**src/rtl/pkt_egress_tx.sv**
```systemverilog
module pkt_egress_tx #(
  parameter int DW = 32,
  parameter int DEPTH = 16,
  parameter int LOOKAHEAD = 4
) (
  input  logic          clk,
  input  logic          rst_n,
  input  logic          cfg_parity_en,
  input  logic          cfg_fc_full,
  input  logic          fc_in,
  input  logic          in_valid,
  input  logic [DW-1:0] in_data,
  input  logic          in_eop,
  output logic          in_ready,
  output logic [DW-1:0] tx_data,
  output logic          tx_parity,
  output logic          tx_sop,
  output logic          tx_en
);
  localparam int AW = $clog2(DEPTH);
  localparam int CW = $clog2(DEPTH + 1);
  localparam int BW = $clog2(LOOKAHEAD + 1);

  logic [DW:0]   mem [DEPTH];
  logic [AW-1:0] wr_ptr, rd_ptr;
  logic [CW-1:0] used, pkts;
  logic [BW-1:0] budget;
  logic          avail_q, in_pkt;

  logic [DW:0] head;
  logic        head_eop, wr, send, go_on;

  assign head     = mem[rd_ptr];
  assign head_eop = head[DW];
  assign in_ready = (used != CW'(DEPTH));
  assign wr       = in_valid && in_ready;
  assign go_on    = avail_q || (budget != '0);
  assign send     = in_pkt ? go_on : (avail_q && (pkts != '0));

  always_ff @(posedge clk) begin
    if (wr) mem[wr_ptr] <= {in_eop, in_data};
  end

  always_ff @(posedge clk or negedge rst_n) begin
    if (!rst_n) begin
      wr_ptr <= '0;
      rd_ptr <= '0;
      used   <= '0;
      pkts   <= '0;
    end else begin
      if (wr)   wr_ptr <= wr_ptr + AW'(1);
      if (send) rd_ptr <= rd_ptr + AW'(1);
      case ({wr, send})
        2'b10:   used <= used + CW'(1);
        2'b01:   used <= used - CW'(1);
        default: ;
      endcase
      case ({wr && in_eop, send && head_eop})
        2'b10:   pkts <= pkts + CW'(1);
        2'b01:   pkts <= pkts - CW'(1);
        default: ;
      endcase
    end
  end

  always_ff @(posedge clk or negedge rst_n) begin
    if (!rst_n) begin
      avail_q <= 1'b0;
      budget  <= '0;
      in_pkt  <= 1'b0;
    end else begin
      avail_q <= fc_in ^ cfg_fc_full;
      if (avail_q)   budget <= BW'(LOOKAHEAD);
      else if (send) budget <= budget - BW'(1);
      if (send)      in_pkt <= !head_eop;
    end
  end

  always_ff @(posedge clk or negedge rst_n) begin
    if (!rst_n) begin
      tx_data   <= '0;
      tx_parity <= 1'b0;
      tx_sop    <= 1'b0;
      tx_en     <= 1'b0;
    end else begin
      tx_en     <= send;
      tx_sop    <= send && !in_pkt;
      if (send) tx_data <= head[DW-1:0];
      tx_parity <= cfg_parity_en && (send ? ~^head[DW-1:0] : ~^tx_data);
    end
  end
endmodule

```
**config.mk**
```make
export PLATFORM = sky130hd
export DESIGN_NAME = pkt_egress_tx
export DESIGN_NICKNAME = d
export VERILOG_FILES = /design/src/rtl/pkt_egress_tx.sv
export SDC_FILE = /design/constraint.sdc
export NUM_CORES = 1
export LEC_CHECK = 0
export ABC_AREA = 1
export CORE_ASPECT_RATIO = 0.9
export CORE_MARGIN = 1.5
export CORE_UTILIZATION = 66
export DETAILED_ROUTE_END_ITERATION = 7
export GPL_TIMING_DRIVEN = 0
export PLACE_DENSITY = 0.85
export REMOVE_ABC_BUFFERS = 1
export SLEW_MARGIN = 40
export SYNTH_ARGS = -nofsm -noshare
export SYNTH_HDL_FRONTEND = slang
export SYNTH_SLANG_ARGS = --single-unit
```
**constraint.sdc**
```tcl
create_clock -name clk -period 6.35 [get_ports clk]
set_input_delay 1.27 -clock clk [delete_from_list [all_inputs] [get_ports clk]]
set_output_delay 1.27 -clock clk [all_outputs]
set_load 0.05 [all_outputs]
```
# Word-level counts from Yosys, hierarchy flattened
# Memory sizes are Yosys's and may differ from the RTL's.
# Cells that the tools add are included.
[op_classes]
add_sub_neg = 7
eq_ne = 5
muxes = 8
bitwise_logic = 1
n_reduce_logical = 16
[ops]
columns = ["op", "n"]
rows = [
  ["$reduce_xnor A32 Y1", 2],
  ["$pmux W5 S2", 2],
  ["$add A5 B1 Y5 const B", 2],
  ["$sub A5 B1 Y5 const B", 2],
  ["$add A4 B1 Y4 const B", 2],
  ["$logic_and A1 B1 Y1", 6],
  ["$mux W3", 2],
  ["$reduce_bool A2 Y1", 3],
  ["$ne A5 B5 Y1 const B", 1],
  ["$reduce_bool A5 Y1", 1],
  ["$eq A2 B1 Y1 const B", 2],
  ["$eq A2 B2 Y1 const B", 2],
  ["$mux W1", 4],
  ["$reduce_bool A3 Y1", 1],
  ["$sub A3 B1 Y3 const B", 1],
  ["$logic_not A1 Y1", 2],
  ["$logic_or A1 B1 Y1", 1],
  ["$xor A1 B1 Y1", 1],
]
[word_totals]
ff_bits = 58
mem_bits_rw = 528
in_bits = 39
output_inout_bits = 36
elab_cells = 49
n_memories = 1
[memory_table]
columns = ["name", "words", "word_bits", "read_ports", "rd_clocked_by_memory_dff", "write_ports", "line", "source"]
rows = [
  ["mem", 16, 33, 1, 0, 1, "24", "logic [DW:0] mem [DEPTH];"],
]

# Longest topological paths before layout
# Gate-level depths: netlist of run 1.
[logic_depth]
word_depth = 6
ltp_mapped = 23
depth_no_buf = 21

# Least setup slack after synthesis of run 1
# Ideal clock, no wire load.
[synth_path]
kind = "input to register"
from = "input in_valid"
to = "memory mem[11][0] (netlist name) (enable)"
setup_time_ps = 423
t_arrival_ps = 3104
t_required_ps = 5927
path_slack_ps = 2823
path_stages = 4
path_buffers = 0
cell_sequence = "nand2_1 > inv_1 > nand2_1 > nor2_1"
[synth_between]
elab_chain_len = 3
[synth_rtl]
columns = ["element", "line", "source"]
rows = [
  ["start: declaration", "11", "input logic in_valid,"],
  ["$logic_and A1 B1 Y1", "36", "assign wr = in_valid && in_ready;"],
  ["$mux W1", "41", "if (wr) mem[wr_ptr] <= {in_eop, in_data};"],
  ["$mux W1 (implied by the code)", "41", ""],
  ["end: declaration", "24", ""],
]
# No other way between the ends.

# Worst setup path in the final report of run 1
[layout_path]
from = "register rd_ptr[1]"
to = "register pkts[4]"
[layout_between]
elab_chain_len = 4
word_cells_on_any_way = 6
classes_between = "eq/ne: 2; mux: 1; reduce/logical: 2; memory: 1"
[layout_rtl]
columns = ["element", "line", "source"]
rows = [
  ["start: declaration", "25", "logic [AW-1:0] wr_ptr, rd_ptr;"],
  ["start signal: assignment", "52", "if (send) rd_ptr <= rd_ptr + AW'(1);"],
  ["$mem_v2 Z16 W33 *", "--", ""],
  ["$logic_and A1 B1 Y1 *", "58", "case ({wr && in_eop, send && head_eop})"],
  ["$eq A2 B1 Y1 / $eq A2 B2 Y1 (equally long branches)", "58", ""],
  ["$pmux W5 S2 / $reduce_bool A2 Y1 (equally long branches)", "--", ""],
  ["end signal: assignment", "59", "2'b10: pkts <= pkts + CW'(1);"],
  ["end signal: assignment", "60", "2'b01: pkts <= pkts - CW'(1);"],
  ["end: declaration", "26", "logic [CW-1:0] used, pkts;"],
]
# Every way passes the cells marked *; elsewhere a longest branch is shown, timed or not.
# A chain may end at the register's enable or synchronous reset.

==> impl_metrics.tcl, run 1 <==
set metrics [dict create \
    status "complete, no violations" \
    io_pins 75 \
    yosysWarnings 0 \
    yosysSeqAreaShare_pct 68.7 \
    grt_pass1_vias 18000 \
    final_max_slew_viol_count 0 \
    via_count 18100 \
    async_flop_share_pct 9.90 \
    required_ns 6.84 \
    final-setup-viol-count 0 \
    synth_top_area_share_pct 62.9 \
    dp_slack_ns 2.10 \
    cp-start-kind "flop" \
    final.min_clock_period_ns 4.57 \
    finalCritPeriodShare_pct 71.9 \
    p_total_mw 15.8 \
    area_delta_synth_final_pct 15.8 \
    post_cts.repair.setup_buffers 0 \
    synth_flop_cell "edfxtp_1" \
    p_leak_nw 11.7 \
    min_to "tx_sop" \
    drc 0 \
    tritoncts "built" \
    drive_gt1_share_pct 7.59 \
    cts_max_level 2 \
    synth_edf_count 528 \
    cts_made_buffers 56 \
    clkSlewWorstSetupHoldPaths_ns 0.06 \
    layout_common_cells "nand2_1 (829), edfxtp_1 (528), nand3_1 (248), inv_1 (176), nor2_1 (139)" \
    drt-pass1-iter-count 6 \
    start_util_pct 67.3 \
    finalWirelength_um 65500 \
    clockBufferDepth 3 \
    antenna_found_initial 0 \
    endpoint_kind "flop" \
    final_common_cell "nand2_1" \
    slew_headroom_pct 56.9 \
    final_nets 2505 \
    die_h_um 188 \
    cts_resized 0 \
    crit_arrival_ns 5.06 \
    die_x_um 209 \
    synth_largest_area_cell "edfxtp_1" \
    gp_congestion 0.757 \
    r2r_start "rd_ptr[1]" \
    ctsHoldBuffers 0 \
    dp_hpwl_um 39300 \
    grt_max_degree 87 \
    synth-seq-cells 586 \
    hold_path_depth 1 \
    holdWs_ns 0.448 \
    rsz0062_at_grt "false" \
    cap_violations 0 \
    ant_nets 0 \
    grtUsageTotal_pct 33.8 \
    cp_max_fo 77 \
    clock_sinks 586 \
    r2r-end "pkts[4]" \
    placementRows 67 \
    post_drt_wl_per_cell_um 22.0 \
    rrSetupSlack_ns 1.78 \
    synth_area_leaders "edfxtp_1 (63%), nand2_1 (12%), dfrtp_1 (5.8%), nand3_1 (4.9%), inv_1 (2.6%)" \
    hold_violations 0 \
    hold_path.class "flop to flop" \
    synth_cell_type_count 31 \
    min-delay-start "in_pkt" \
    overflow 0 \
    max_clock_freq_ghz 0.219 \
    clk_latency_ns 0.62 \
    core_area_um2 37500 \
    cts_root_buf "clkbuf_16" \
    synthCells 2373 \
    dieArea_um2 39400 \
    fin_ws_ns 1.78 \
    syn_area_um2 25200 \
    irDropWorstVdd_v 0.000426 \
    r2r_cells 18 \
    power_density_nw_per_um2 540 \
    finClkSkew_ns 0.0207 \
    vias_per_cell 6.09 \
    port-buffer-count 74 \
    avgSynthCellArea_um2 10.6 \
    grt_pass1_wl_um 99700 \
    worst_pin_slew_ns 0.646 \
    critical_path_class "flop to flop" \
    drtIter0Drc 2264 \
]
[cells by family (layout without fill, tap and decap cells)]
kind of cell               count (synthesis)  in the layout  synth area share, %
buffers and inverters                    317            434                 5.27
other                                      0              2                    0
and+or+nand+nor                         1244           1244                 19.9
AOI/OAI and AO/OA                        165            165                 3.75
DFF                                      586            586                 68.7
xor gates and xnor gates                  44             44                 1.53
adders and majority gates                 17             17                0.904
[power breakdown]
group | internal, mW | switching [mW] | total [mW]
clock | 1.86 | 1.38 | 3.24
sequential | 4.76 | 0.366 | 5.13
combinational | 2.31 | 5.08 | 7.39
[worst max-delay path by stage]
stage,from,end,depth (start not counted)
2_1_floorplan,rd_ptr[0],pkts[4],15
3_3_place_gp,rd_ptr[0],pkts[4],15
3_5_place_dp,rd_ptr[1],pkts[4],18
4_1_cts,rd_ptr[1],pkts[4],18
5_1_grt,rd_ptr[1],pkts[4],18
6_report,rd_ptr[1],pkts[4],18
[stage by stage]
| step | area, um2 | util [%] | instances | TNS [ns] |
|---|---|---|---|---|
| after floorplan | 24600 | - | 2257 | -136.35 |
| after CTS | 29200 | 77.9 | 2973 | 0 |
| final | 29200 | 77.9 | 2975 | 0 |
| after global placement | 26000 | 69.3 | 2814 | -441.44 |
| after global routing | 29200 | 77.9 | 2973 | 0 |
| after detailed placement | 27400 | 73.2 | 2874 | 0 |
[critical path: stages (launching register included)]
cell and delay [ns]:
dfrtp_4 0.64, buf_12 0.25, buf_12 0.20, inv_8 0.23, buf_16 0.34, a21oi_1 0.11, a221oi_1 0.35, a311oi_1 0.13
or2_2 0.35, nor2_1 0.21, ha_1 0.38, ha_1 0.34, a21oi_1 0.18, nor2_1 0.07, nor2_1 0.10, inv_1 0.07
a21oi_1 0.12, o21ai_0 0.11, xor2_1 0.16
[flip-flops by register name, summed over array words and instances, names as in the netlist, 3 cells and up]
signal and count:
rd_ptr 4, used 5, pkts 5, wr_ptr 4, mem 528, tx_data 32, budget 3
[synthesized netlist by cell type (4+ instances only)]
| master | n |
|---|---|
| buf_6 | 4 |
| a21oi_1 | 16 |
| nand3_1 | 248 |
| o21ai_1 | 8 |
| xnor2_1 | 30 |
| clkbuf_1 | 32 |
| or2_2 | 7 |
| ha_1 | 15 |
| inv_2 | 22 |
| inv_1 | 176 |
| o211ai_1 | 36 |
| buf_2 | 63 |
| nor2_1 | 155 |
| xor2_1 | 14 |
| edfxtp_1 | 528 |
| buf_1 | 9 |
| dfrtp_1 | 58 |
| o21ai_0 | 95 |
| buf_4 | 8 |
| nand2_1 | 830 |
[final cells by class]
cell class                      count  area [um2]
Timing Repair Buffer              134        2030
Sequential cell                   586       17300
Tap cell                          483         604
Inverter                          201         779
Fill cell                        2016        8280
Antenna cell                        2        5.00
Multi-Input combinational cell   1470        6690
Clock inverter                     21         204
Clock buffer                       78        1560
[metal layers]
| layer | up-vias | wire length (um) | track usage, % | share of wire [%] |
|---|---|---|---|---|
| li1 | 8056 | - | - | - |
| met2 | 1267 | 31200 | 54.5 | 48 |
| met3 | 265 | 8180 | 7.05 | 12 |
| met5 | - | 0 | 0 | 0 |
| met1 | 8519 | 22900 | 43.8 | 35 |
| met4 | 0 | 3260 | 17.4 | 5.0 |
(Power assumes the default switching activity.)
==> inputs of run 2 (changes only) <==
--- a/config.mk
+++ b/config.mk
@@ -8,10 +8,10 @@
 export ABC_AREA = 1
 export CORE_ASPECT_RATIO = 0.9
 export CORE_MARGIN = 1.5
-export CORE_UTILIZATION = 66
+export CORE_UTILIZATION = 62
 export DETAILED_ROUTE_END_ITERATION = 7
 export GPL_TIMING_DRIVEN = 0
-export PLACE_DENSITY = 0.85
+export PLACE_DENSITY = 0.8
 export REMOVE_ABC_BUFFERS = 1
 export SLEW_MARGIN = 40
 export SYNTH_ARGS = -nofsm -noshare
==> constraint.sdc (replaced) <==
create_clock -name clk -period 4.5 [get_ports clk]
set_input_delay 0.9 -clock clk [delete_from_list [all_inputs] [get_ports clk]]
set_output_delay 0.9 -clock clk [all_outputs]
set_load 0.05 [all_outputs]
==> impl_metrics.tcl, run 2 (same netlist as run 1, synthesis figures left out) <==
set metrics [dict create \
    largest_reg_flops 528 \
    p_leak_nw 11.7 \
    rrSetupSlack_ns 0.33 \
    startpoint "rd_ptr[2]" \
    final-setup-viol-count 0 \
    final_max_slew_viol_count 0 \
    die_h_um 194 \
    final_nets 2499 \
    worst_pin_slew_ns 0.698 \
    core_area_um2 39800 \
    r2r-end "pkts[3]" \
    cts_root_buf "clkbuf_16" \
    top_regs "mem (528), tx_data (32)" \
    dieArea_um2 41900 \
    port-buffer-count 74 \
    cts_made_buffers 55 \
    final_core_util_pct 73.4 \
    endpoint_kind "flop" \
    cts_resized 0 \
    rsz0062_at_grt "false" \
    cp_top_family "compound AO/OA/AOI/OAI gates" \
    post_cts.repair.setup_buffers 0 \
    grt_pass1_vias 17200 \
    slew_headroom_pct 53.3 \
    via_count 17700 \
    drive_gt1_share_pct 7.64 \
    io_pins 75 \
    drc 0 \
    grt_pass1_wl_um 94600 \
    overflow 0 \
    max_clock_freq_ghz 0.240 \
    power_density_nw_per_um2 750 \
    drtIter0Drc 2057 \
    clock_sinks 586 \
    finalWirelength_um 61800 \
    ctsHoldBuffers 0 \
    hold_path.class "input port to asynchronous set/reset pin" \
    slowest_delay_ns 0.78 \
    ant_nets 0 \
    path_common_cell "a21oi_1" \
    critPathBufInv 4 \
    clkSlewWorstSetupHoldPaths_ns 0.06 \
    fin_ws_ns 0.334 \
    final_common_cell "nand2_1" \
    p_total_mw 21.9 \
    finalCritPeriodShare_pct 92.6 \
    grtUsageTotal_pct 30.0 \
    slowest_stage "dfrtp_4" \
    placementRows 69 \
    required_ns 5.04 \
    cp-start-kind "flop" \
    cap_violations 0 \
    area_delta_synth_final_pct 16.0 \
    r2r_cells 15 \
    largest-register "mem" \
    start_util_pct 63.3 \
    tritoncts "built" \
    dp_slack_ns 0.438 \
    holdWs_ns 0.213 \
    hold_violations 0 \
    critical_path_class "flop to flop" \
    finClkSkew_ns 0.0272 \
    die_x_um 216 \
    drt-pass1-iter-count 6 \
    final.min_clock_period_ns 4.17 \
    gp_congestion 0.793 \
    r2r_start "rd_ptr[2]" \
    layout_common_cells "nand2_1 (829), edfxtp_1 (528), nand3_1 (248), inv_1 (176), nor2_1 (139)" \
    crit_path_cell_trace "buf_12 -> clkinv_4 -> buf_12 -> a221oi_1 -> a311oi_1 -> or2_2 -> nor2_1 -> ha_1 -> ha_1 -> a21o_1 -> a21oi_1 -> inv_1 -> o21ai_0 -> a21oi_1 -> a21oi_1" \
    antenna_found_initial 4 \
    vias_per_cell 5.85 \
    grt_max_degree 91 \
    irDropWorstVdd_v 0.000689 \
    clk_latency_ns 0.62 \
    dp_hpwl_um 37500 \
    cts_max_level 2 \
    status "complete, no violations" \
    clockBufferDepth 3 \
    cp_max_fo 39 \
    crit_arrival_ns 4.71 \
    post_drt_wl_per_cell_um 20.5 \
]
==> run 2: changes by cell type in the layout (fill, tap and decap cells not counted), moves of 2 or more <==
cell,change
clkinvlp_4,+4
buf_6,-2
clkinv_2,+2
clkbuf_1,-7
buf_16,-2
clkbuf_8,-5
bufinv_16,+4
clkinv_1,+2
==> run 2: per-layer routing <==
metal  up-vias  global-route usage [%]  wire (um)
li1       8057                       -          -
met1      8370                    38.5      22900
met2      1019                    49.3      29600
met3       222                    6.09       6550
met4         6                    14.3       2710
met5         -                       0         40
==> run 2: where the power goes <==
| group | total (mW) | switching [mW] | leakage (nW) | internal [mW] |
|---|---|---|---|---|
| Clock | 4.75 | 2.01 | 0.889 | 2.74 |
| Combinational | 9.99 | 6.77 | 5.30 | 3.22 |
| Sequential | 7.18 | 0.462 | 5.46 | 6.71 |
| Total | 21.9 | 9.24 | 11.7 | 12.7 |
==> run 2: final cells by class <==
type	count	area [um2]
well taps	532	666
repair buffers	129	1930
flip-flops and latches	586	17300
inverters	201	779
clock buffers	65	1440
fillers	2374	10600
diodes	1	2.50
multi-input cells	1470	6690
clock inverters	35	399
==> run 2: worst max path at each step <==
stage | cells past startpoint | slack [ns] | end
after floorplan | 15 | -6.49 | pkts[4]
after global placement | 15 | -13.98 | pkts[4]
after detailed placement | 16 | 0.44 | pkts[4]
after CTS | 16 | 0.38 | pkts[4]
after global routing | 16 | 0.17 | pkts[4]
final | 15 | 0.33 | pkts[3]
==> run 2: worst register-to-register path: cells and delay by family (launching register included) <==
| kind | cells | cell delay [ns] |
|---|---|---|
| DFF | 1 | 0.78 |
| AOI/OAI and AO/OA | 7 | 1.09 |
| adders and majority gates | 2 | 0.62 |
| and+or+nand+nor | 2 | 0.49 |
| buffers and inverters | 4 | 1.10 |
==> run 2: stage by stage <==
stage / TNS, ns / area [um2] / instances
3_3_place_gp: -1038.29 / 26000 / 2863
2_1_floorplan: -214.05 / 24600 / 2257
6_report: 0 / 29200 / 3019
4_1_cts: 0 / 29200 / 3018
3_5_place_dp: 0 / 27400 / 2918
5_1_grt: 0 / 29200 / 3019
==> inputs of run 3 (changes only) <==
--- a/config.mk
+++ b/config.mk
@@ -17,3 +17,4 @@
 export SYNTH_ARGS = -nofsm -noshare
 export SYNTH_HDL_FRONTEND = slang
 export SYNTH_SLANG_ARGS = --single-unit
+export TNS_END_PERCENT = 100
==> results of run 3 <==
The final DEF is identical to that of run 2; final timing and power are the same.
